===== config.mk =====
export PLATFORM = sky130hd
export DESIGN_NAME = sercfg_top
export DESIGN_NICKNAME = d
export VERILOG_FILES = /design/src/rtl/sercfg_pkg.sv /design/src/rtl/sercfg_sync.sv /design/src/rtl/sercfg_shift.sv /design/src/rtl/sercfg_apply.sv /design/src/rtl/sercfg_top.sv
export SDC_FILE = /design/constraint.sdc
export NUM_CORES = 1
export LEC_CHECK = 0
export ABC_CLOCK_PERIOD_IN_PS = 4700
export BUFFER_PORTS_ARGS = -buffer_cell sky130_fd_sc_hd__buf_2
export CAP_MARGIN = 20
export CORE_MARGIN = 10
export CORE_UTILIZATION = 40
export DETAILED_ROUTE_END_ITERATION = 8
export MAX_ROUTING_LAYER = met4
export PLACE_DENSITY = 0.68
export SLEW_MARGIN = 20
export SYNTH_ARGS = -nofsm -noshare
export SYNTH_HDL_FRONTEND = slang
export SYNTH_SLANG_ARGS = --single-unit

===== constraint.sdc =====
create_clock -name clk -period 4.7 [get_ports clk]
set_clock_uncertainty 0.15 [all_clocks]
set_input_delay 0.94 -clock clk [delete_from_list [all_inputs] [get_ports clk]]
set_output_delay 0.94 -clock clk [all_outputs]
set_load 0.005 [all_outputs]

===== src/rtl/sercfg_pkg.sv =====
// Shared widths, field positions and the configuration word layout.
package sercfg_pkg;
    localparam int FRAME_W = 32;
    localparam int PWR_BIT = 12;

    // Packed so that bit n of the serial word maps to bit n of the struct.
    typedef struct packed {
        logic [15:0] phase;
        logic        blk_clamp;
        logic        mode_sel;
        logic        samp_pol;
        logic        pwr;
        logic        integ;
        logic        still;
        logic [2:0]  exp_f;
        logic [6:0]  shut;
    } cfg_t;
endpackage


===== src/rtl/sercfg_sync.sv =====
// Multi-bit level synchroniser: each bit passes through STAGES flops.
// Assumes the inputs are independent levels held longer than STAGES clocks.
module sercfg_sync #(
    parameter int W      = 4,
    parameter int STAGES = 2
) (
    input  logic         clk,
    input  logic         rst_n,
    input  logic [W-1:0] d,
    output logic [W-1:0] q
);
    generate
        for (genvar b = 0; b < W; b++) begin : g_bit
            logic [STAGES-1:0] chain;
            // Shift the bit along its own chain of flops.
            always_ff @(posedge clk or negedge rst_n) begin
                if (!rst_n) chain <= '0;
                else        chain <= {chain[STAGES-2:0], d[b]};
            end
            assign q[b] = chain[STAGES-1];
        end
    endgenerate
endmodule


===== src/rtl/sercfg_shift.sv =====
// Shadow shift register and holding latch.
// Takes synchronised data, shift clock and strobe levels. Shifts LSB-first
// on shift-clock rises while the strobe is low, and latches on strobe rises.
module sercfg_shift #(
    parameter int W = 32
) (
    input  logic         clk,
    input  logic         rst_n,
    input  logic         dat_s,
    input  logic         sclk_s,
    input  logic         stb_s,
    output logic [W-1:0] hold,
    output logic         cap_pulse
);
    logic         sclk_d, stb_d;
    logic [W-1:0] shreg;
    logic         sclk_rise, stb_rise;

    assign sclk_rise = sclk_s & ~sclk_d;
    assign stb_rise  = stb_s & ~stb_d;

    // Delay the synchronised levels for edge detection.
    always_ff @(posedge clk or negedge rst_n) begin
        if (!rst_n) begin
            sclk_d <= 1'b0;
            stb_d  <= 1'b0;
        end else begin
            sclk_d <= sclk_s;
            stb_d  <= stb_s;
        end
    end

    // Shift in one bit per shift-clock rise, only while the strobe is low.
    always_ff @(posedge clk or negedge rst_n) begin
        if (!rst_n)                   shreg <= '0;
        else if (sclk_rise && !stb_s) shreg <= {dat_s, shreg[W-1:1]};
    end

    // Capture the shadow word on a strobe rise; flag it one cycle later.
    always_ff @(posedge clk or negedge rst_n) begin
        if (!rst_n) begin
            hold      <= '0;
            cap_pulse <= 1'b0;
        end else begin
            cap_pulse <= stb_rise;
            if (stb_rise) hold <= shreg;
        end
    end

    AST_SHIFT_FROZEN: assert property (@(posedge clk) disable iff (!rst_n)
        stb_s |=> $stable(shreg));
    AST_HOLD_ONLY_ON_STB: assert property (@(posedge clk) disable iff (!rst_n)
        !stb_rise |=> $stable(hold));
endmodule


===== src/rtl/sercfg_apply.sv =====
// Active configuration. Power-save follows the latch at each capture.
// Other fields load from the latch on a horizontal edge qualified by
// readout-active, and are held at zero while power-save is set.
module sercfg_apply #(
    parameter int W = 32
) (
    input  logic                clk,
    input  logic                rst_n,
    input  logic [W-1:0]        hold,
    input  logic                cap_pulse,
    input  logic                hd_s,
    input  logic                act_s,
    output sercfg_pkg::cfg_t    cfg,
    output logic                apply_pulse
);
    import sercfg_pkg::*;

    logic       hd_d, apply_now, pwr_q;
    logic [W-1:0] act_q, pwr_mask;

    assign apply_now = hd_s & ~hd_d & act_s;
    assign pwr_mask  = W'(1) << PWR_BIT;

    // Edge-detect the horizontal reference and mark applies.
    always_ff @(posedge clk or negedge rst_n) begin
        if (!rst_n) begin
            hd_d        <= 1'b0;
            apply_pulse <= 1'b0;
        end else begin
            hd_d        <= hd_s;
            apply_pulse <= apply_now;
        end
    end

    // Power-save tracks the latch immediately on each capture.
    always_ff @(posedge clk or negedge rst_n) begin
        if (!rst_n)         pwr_q <= 1'b0;
        else if (cap_pulse) pwr_q <= hold[PWR_BIT];
    end

    // Active fields: zero under power-save, else load on a qualifying line.
    always_ff @(posedge clk or negedge rst_n) begin
        if (!rst_n)         act_q <= '0;
        else if (pwr_q)     act_q <= '0;
        else if (apply_now) act_q <= hold & ~pwr_mask;
    end

    // Merge power-save into its bit position and present the struct.
    always_comb begin
        cfg     = cfg_t'(act_q);
        cfg.pwr = pwr_q;
    end

    AST_PWR_CLEARS: assert property (@(posedge clk) disable iff (!rst_n)
        pwr_q |=> (act_q == '0));
    AST_ACT_HELD: assert property (@(posedge clk) disable iff (!rst_n)
        (!apply_now && !pwr_q) |=> $stable(act_q));
    AST_PWR_ONLY_ON_CAP: assert property (@(posedge clk) disable iff (!rst_n)
        !cap_pulse |=> $stable(pwr_q));
    AST_APPLY_ONESHOT: assert property (@(posedge clk) disable iff (!rst_n)
        apply_pulse |=> !apply_pulse);
endmodule


===== src/rtl/sercfg_top.sv =====
// Serial configuration register top level.
// Assumes the shift clock runs at most a quarter of clk.
// clr_n asserts asynchronously and is released in step with clk.
module sercfg_top #(
    parameter int SYNC_STAGES = 2
) (
    input  logic        clk,
    input  logic        clr_n,
    input  logic        ser_dat,
    input  logic        ser_clk,
    input  logic        ser_stb,
    input  logic        hd,
    input  logic        rd_act,
    output logic [6:0]  shutter_step,
    output logic [2:0]  exp_fields,
    output logic        still_mode,
    output logic        integ_mode,
    output logic        pwr_save,
    output logic        samp_pol,
    output logic        mode_sel,
    output logic        blk_clamp,
    output logic [15:0] phase_ctl,
    output logic        apply_pulse
);
    import sercfg_pkg::*;

    localparam int NSYNC = 5;

    logic [1:0]       rst_pipe;
    logic             rst_n;
    logic [NSYNC-1:0] sync_q;
    logic [FRAME_W-1:0] hold;
    logic             cap_pulse;
    cfg_t             cfg;

    // Reset synchroniser: immediate assert, release after two clocks.
    always_ff @(posedge clk or negedge clr_n) begin
        if (!clr_n) rst_pipe <= 2'b00;
        else        rst_pipe <= {rst_pipe[0], 1'b1};
    end
    assign rst_n = rst_pipe[1];

    sercfg_sync #(.W(NSYNC), .STAGES(SYNC_STAGES)) u_sync (
        .clk   (clk),
        .rst_n (rst_n),
        .d     ({rd_act, hd, ser_stb, ser_clk, ser_dat}),
        .q     (sync_q)
    );

    sercfg_shift #(.W(FRAME_W)) u_shift (
        .clk       (clk),
        .rst_n     (rst_n),
        .dat_s     (sync_q[0]),
        .sclk_s    (sync_q[1]),
        .stb_s     (sync_q[2]),
        .hold      (hold),
        .cap_pulse (cap_pulse)
    );

    sercfg_apply #(.W(FRAME_W)) u_apply (
        .clk         (clk),
        .rst_n       (rst_n),
        .hold        (hold),
        .cap_pulse   (cap_pulse),
        .hd_s        (sync_q[3]),
        .act_s       (sync_q[4]),
        .cfg         (cfg),
        .apply_pulse (apply_pulse)
    );

    assign shutter_step = cfg.shut;
    assign exp_fields   = cfg.exp_f;
    assign still_mode   = cfg.still;
    assign integ_mode   = cfg.integ;
    assign pwr_save     = cfg.pwr;
    assign samp_pol     = cfg.samp_pol;
    assign mode_sel     = cfg.mode_sel;
    assign blk_clamp    = cfg.blk_clamp;
    assign phase_ctl    = cfg.phase;
endmodule


; Word-level counts from Yosys, hierarchy flattened
; Cells that the tools add are included.
[totals]
out_inout_bits = 33
in_bits = 7
register_bits = 114
elab_cells = 27
[op_classes]
n_reduce_logical = 3
mux = 2
n_bitwise = 7
[ops]
columns = cell, count
row1 = 2-to-1 mux 32 bit, 2
row2 = AND 1 bit, 4
row3 = NOT 1 bit, 3
row4 = nonzero test 2 bit, 1
row5 = logical AND 1 bit, 1
row6 = logical NOT 1 bit, 1

; Depth between registers and ports, before layout
[logic_depth]
word_depth = 5
depth_mapped = 4
mapped_depth_nobuf = 2

; Modules after synthesis
; A second synthesis with hierarchy kept.
[hier_totals]
cells_unflattened = 299
hier_area_um2 = 4654.5
[modules_own_cells]
columns = mod, n_inst, area_per_inst_um2, cells_per_inst
row1 = sercfg_shift, 1, 2637.5, 140
row2 = sercfg_apply, 1, 1675.4, 141
row3 = sercfg_sync, 1, 287.8, 15
row4 = sercfg_top, 1, 53.8, 3

; Worst setup path before layout
; OpenSTA, ideal clock, no wires.
[synth_path]
path_type = register to register
start = reg u_sync.g_bit[2].chain[1]
end = reg u_shift.shreg[0]
path_buffers = 1
synth_period_minus_slack_ns = 1.463
path_slack_ns = 3.237
stages_incl_launch_ff = 4
t_arrival_ns = 1.188
cell_sequence = dfrtp_1 > nor3b_4 > buf_6 > mux2_2
[synth_via]
elab_chain_cells = 2
[synth_lines]
columns = element, line_no
row1 = start: declaration, sercfg_sync.sv:14  ; logic [STAGES-1:0] chain;
row2 = start signal: assignment, sercfg_sync.sv:18  ; else chain <= {chain[STAGES-2:0], d[b]};
row3 = logical NOT 1 bit, sercfg_shift.sv:36  ; else if (sclk_rise && !stb_s) shreg <= {dat_s, shreg[W-1:1]};
row4 = logical AND 1 bit, sercfg_shift.sv:36
row5 = end signal: assignment, sercfg_shift.sv:36
row6 = end: declaration, sercfg_shift.sv:16  ; logic [W-1:0] shreg;
; No other way between the ends.
; A chain may end at the register's enable or synchronous reset.

; Worst setup path in the final report
[layout_path]
start = reg u_apply.act_q[24]
end = out phase_ctl[8]
[layout_lines]
columns = element, line_no
row1 = start: declaration, sercfg_apply.sv:19  ; logic [W-1:0] act_q, pwr_mask;
row2 = start signal: assignment, sercfg_apply.sv:45  ; else if (apply_now) act_q <= hold & ~pwr_mask;
row3 = end: declaration, sercfg_top.sv:22  ; output logic [15:0] phase_ctl,
; No word-level cell between the ends.

==> qor.yml <==
cp_slowest_cell: "dfrtp_1"
port_buffers: 39
clockBufferDepth: 2
grt_usage_pct: 9.827
power_density_mw_per_mm2: 504.9
grt_pass1_wl_um: 12450
synth_seq_cells: 113
ys_seq_area_share_pct: 61.95
routedWlPerCell_um: 14.79
cts_made_buffers: 17
slew_headroom_pct: 30.32
drt_pass1_iterations: 4
period_share_pct: 42.94
vias: 2250
ir_worst_vdd_v: 0.0002140
syn_nets: 300
maxCapViolCount: 0
drc_errors: 0
die_x_um: 126.8
clock_latency_ns: 0.40
ant_nets: 0
dp_hpwl_um: 4213
worst_hold_slack_ns: 0.1596
dieHeight_um: 126.8
final_cells: 489
met1_usage_pct: 11.85
critPathRequiredTime_ns: 3.61
final_cell_area_mm2: 0.005446
drt-total-wl_um: 7233
crit_path_end_kind: "primary output"
overflow: 0
hp-class: "input port to asynchronous set/reset pin"
path_class: "register to primary output"
dr.first_iter.drc_count: 185
ios: 40
grt_pass1_vias: 2419
ys.warnings.count: 0
cp_num_buf_inv: 1
critPathTopFamily: "flip-flops"
finalMaxSlewViolations: 0
die-area_mm2: 0.01608
gr-max-usage-layer: "met2"
start_util_pct: 41.56
gr-usage-met2_pct: 13.40
met3_usage_pct: 5.206
rsz0062_at_grt: "false"
p_leak_uw: 0.002614
syn_inst: 293
nNetsFinal: 343
cts_tree: "built"
crit_chain: "buf_2"
cp_max_fo: 2
drive_gt1_share_pct: 40.11
finalHoldViolCount: 0
final_common_cell: "dfrtp_1"
fin_tns_setup_ns: 0
layout_common_cells: "dfrtp_1 (112), nand2b_1 (62), buf_2 (39)"
cts_setup_buffers: 0
arrival_ns: 0.93
syn2layout_area_growth_pct: 19.33
worstMarginPinSlew_ns: 1.045
antenna_cells: 0
grt_max_degree: 74
place_congestion: 0.6743
dp.cells: 457
setup_violations: 0
min_period_ns: 2.018
r2r_setup_slack_ns: 2.76
avgSynthCellArea_um2: 15.58
critPathMaxStageDelay_ns: 0.39
cts_hold_buf: 0
fp-row-count: 38
placed_cell_area_mm2: 0.004805
clock-root-buffer: "clkbuf_16"
timing.rr.start: "u_sync.g_bit[2].chain[1]"
clkTransAtPathRegs_ns: 0.05
max_freq_mhz: 495.5
clock-sinks: 113
utilization_pct: 49.59
antenna_found_initial: 0
ctsResizeCount: 0
syn_area_mm2: 0.004564
worst_setup_path_start_kind: "register"
synth.distinct_cells: 16
viasPerCell: 4.601
status: "completed"
reg2reg_depth: 2
h-tree-depth: 4
r2r_end: "u_shift.hold[31]"
core_mm2: 0.01098
[where the power goes]
| group | internal [µW] | switching (µW) |
|---|---|---|
| Sequential | 1080 | 78.0 |
| Combinational | 127 | 84.9 |
| Clock | 940 | 443 |
[Yosys cell counts]
cell,instances,area [µm²]
mux2_4,29,435.4
nand2b_1,62,387.9
conb_1,1,3.750
nor3b_4,1,18.77
buf_2,1,5.000
and3b_1,1,8.760
clkbuf_1,6,22.52
and2b_1,1,7.510
dfrtp_1,113,2828
mux2_2,34,382.9
buf_4,3,22.52
buf_6,4,45.04
buf_12,3,60.06
buf_1,1,3.750
mux2i_1,31,310.3
mux2_1,2,22.52
[worst max-delay path by stage]
stage | startpoint | cells after the start | end | slack, ns
finish | u_apply.act_q[24] | 1 | phase_ctl[8] | 2.68
global route | u_apply.act_q[30] | 1 | phase_ctl[14] | 2.63
CTS | u_apply.act_q[31] | 1 | phase_ctl[15] | 2.66
detailed placement | u_sync.g_bit[2].chain[1] | 2 | u_shift.hold[1] | 2.72
global placement | u_sync.g_bit[2].chain[1] | 2 | u_shift.hold[1] | 2.77
floorplan | rst_pipe[1] | 0 | u_apply.act_q[0] | 1.17
[metal layers]
metal	routed length [µm]	vias up
li1	-	1073
met1	3395	1129
met2	3260	44
met3	516	4
met4	59	0
met5	0	-
[flip-flops by register name, summed over array words and instances, names as in the netlist]
signal and cells:
u_shift.stb_d 1, u_shift.sclk_d 1, u_apply.pwr_q 1, u_shift.hold 32
u_apply.apply_pulse 1, u_apply.hd_d 1, u_sync.g_bit.chain 10, u_shift.shreg 32
rst_pipe 2, u_shift.cap_pulse 1, u_apply.act_q 31
[logic make-up (layout without fill, tap and decap cells)]
family | count (synthesis) | in the layout | share of synthesized area (%)
flip-flops | 113 | 113 | 61.95
multiplexers | 96 | 96 | 25.22
AND/OR/NAND/NOR | 65 | 65 | 9.265
buffers and inverters | 18 | 74 | 3.481
other | 1 | 1 | 0.08216
[area by class of cell]
type                       instances  area, µm²
timing repair buffer              42      217.7
clock inverter                    14      212.7
tap                              140      175.2
sequential                       113       2831
multi-input combinational        162       1580
fill                             932       5537
clock buffer                      18      429.2
[per-stage QoR]
stage	worst slack, ns	power [µW]
CTS	2.659	2786
global placement	2.772	1376
floorplan	1.169	1309
finish	2.682	2750
detailed placement	2.724	1387
global route	2.633	2869
Power figures use the tool's default switching activity.
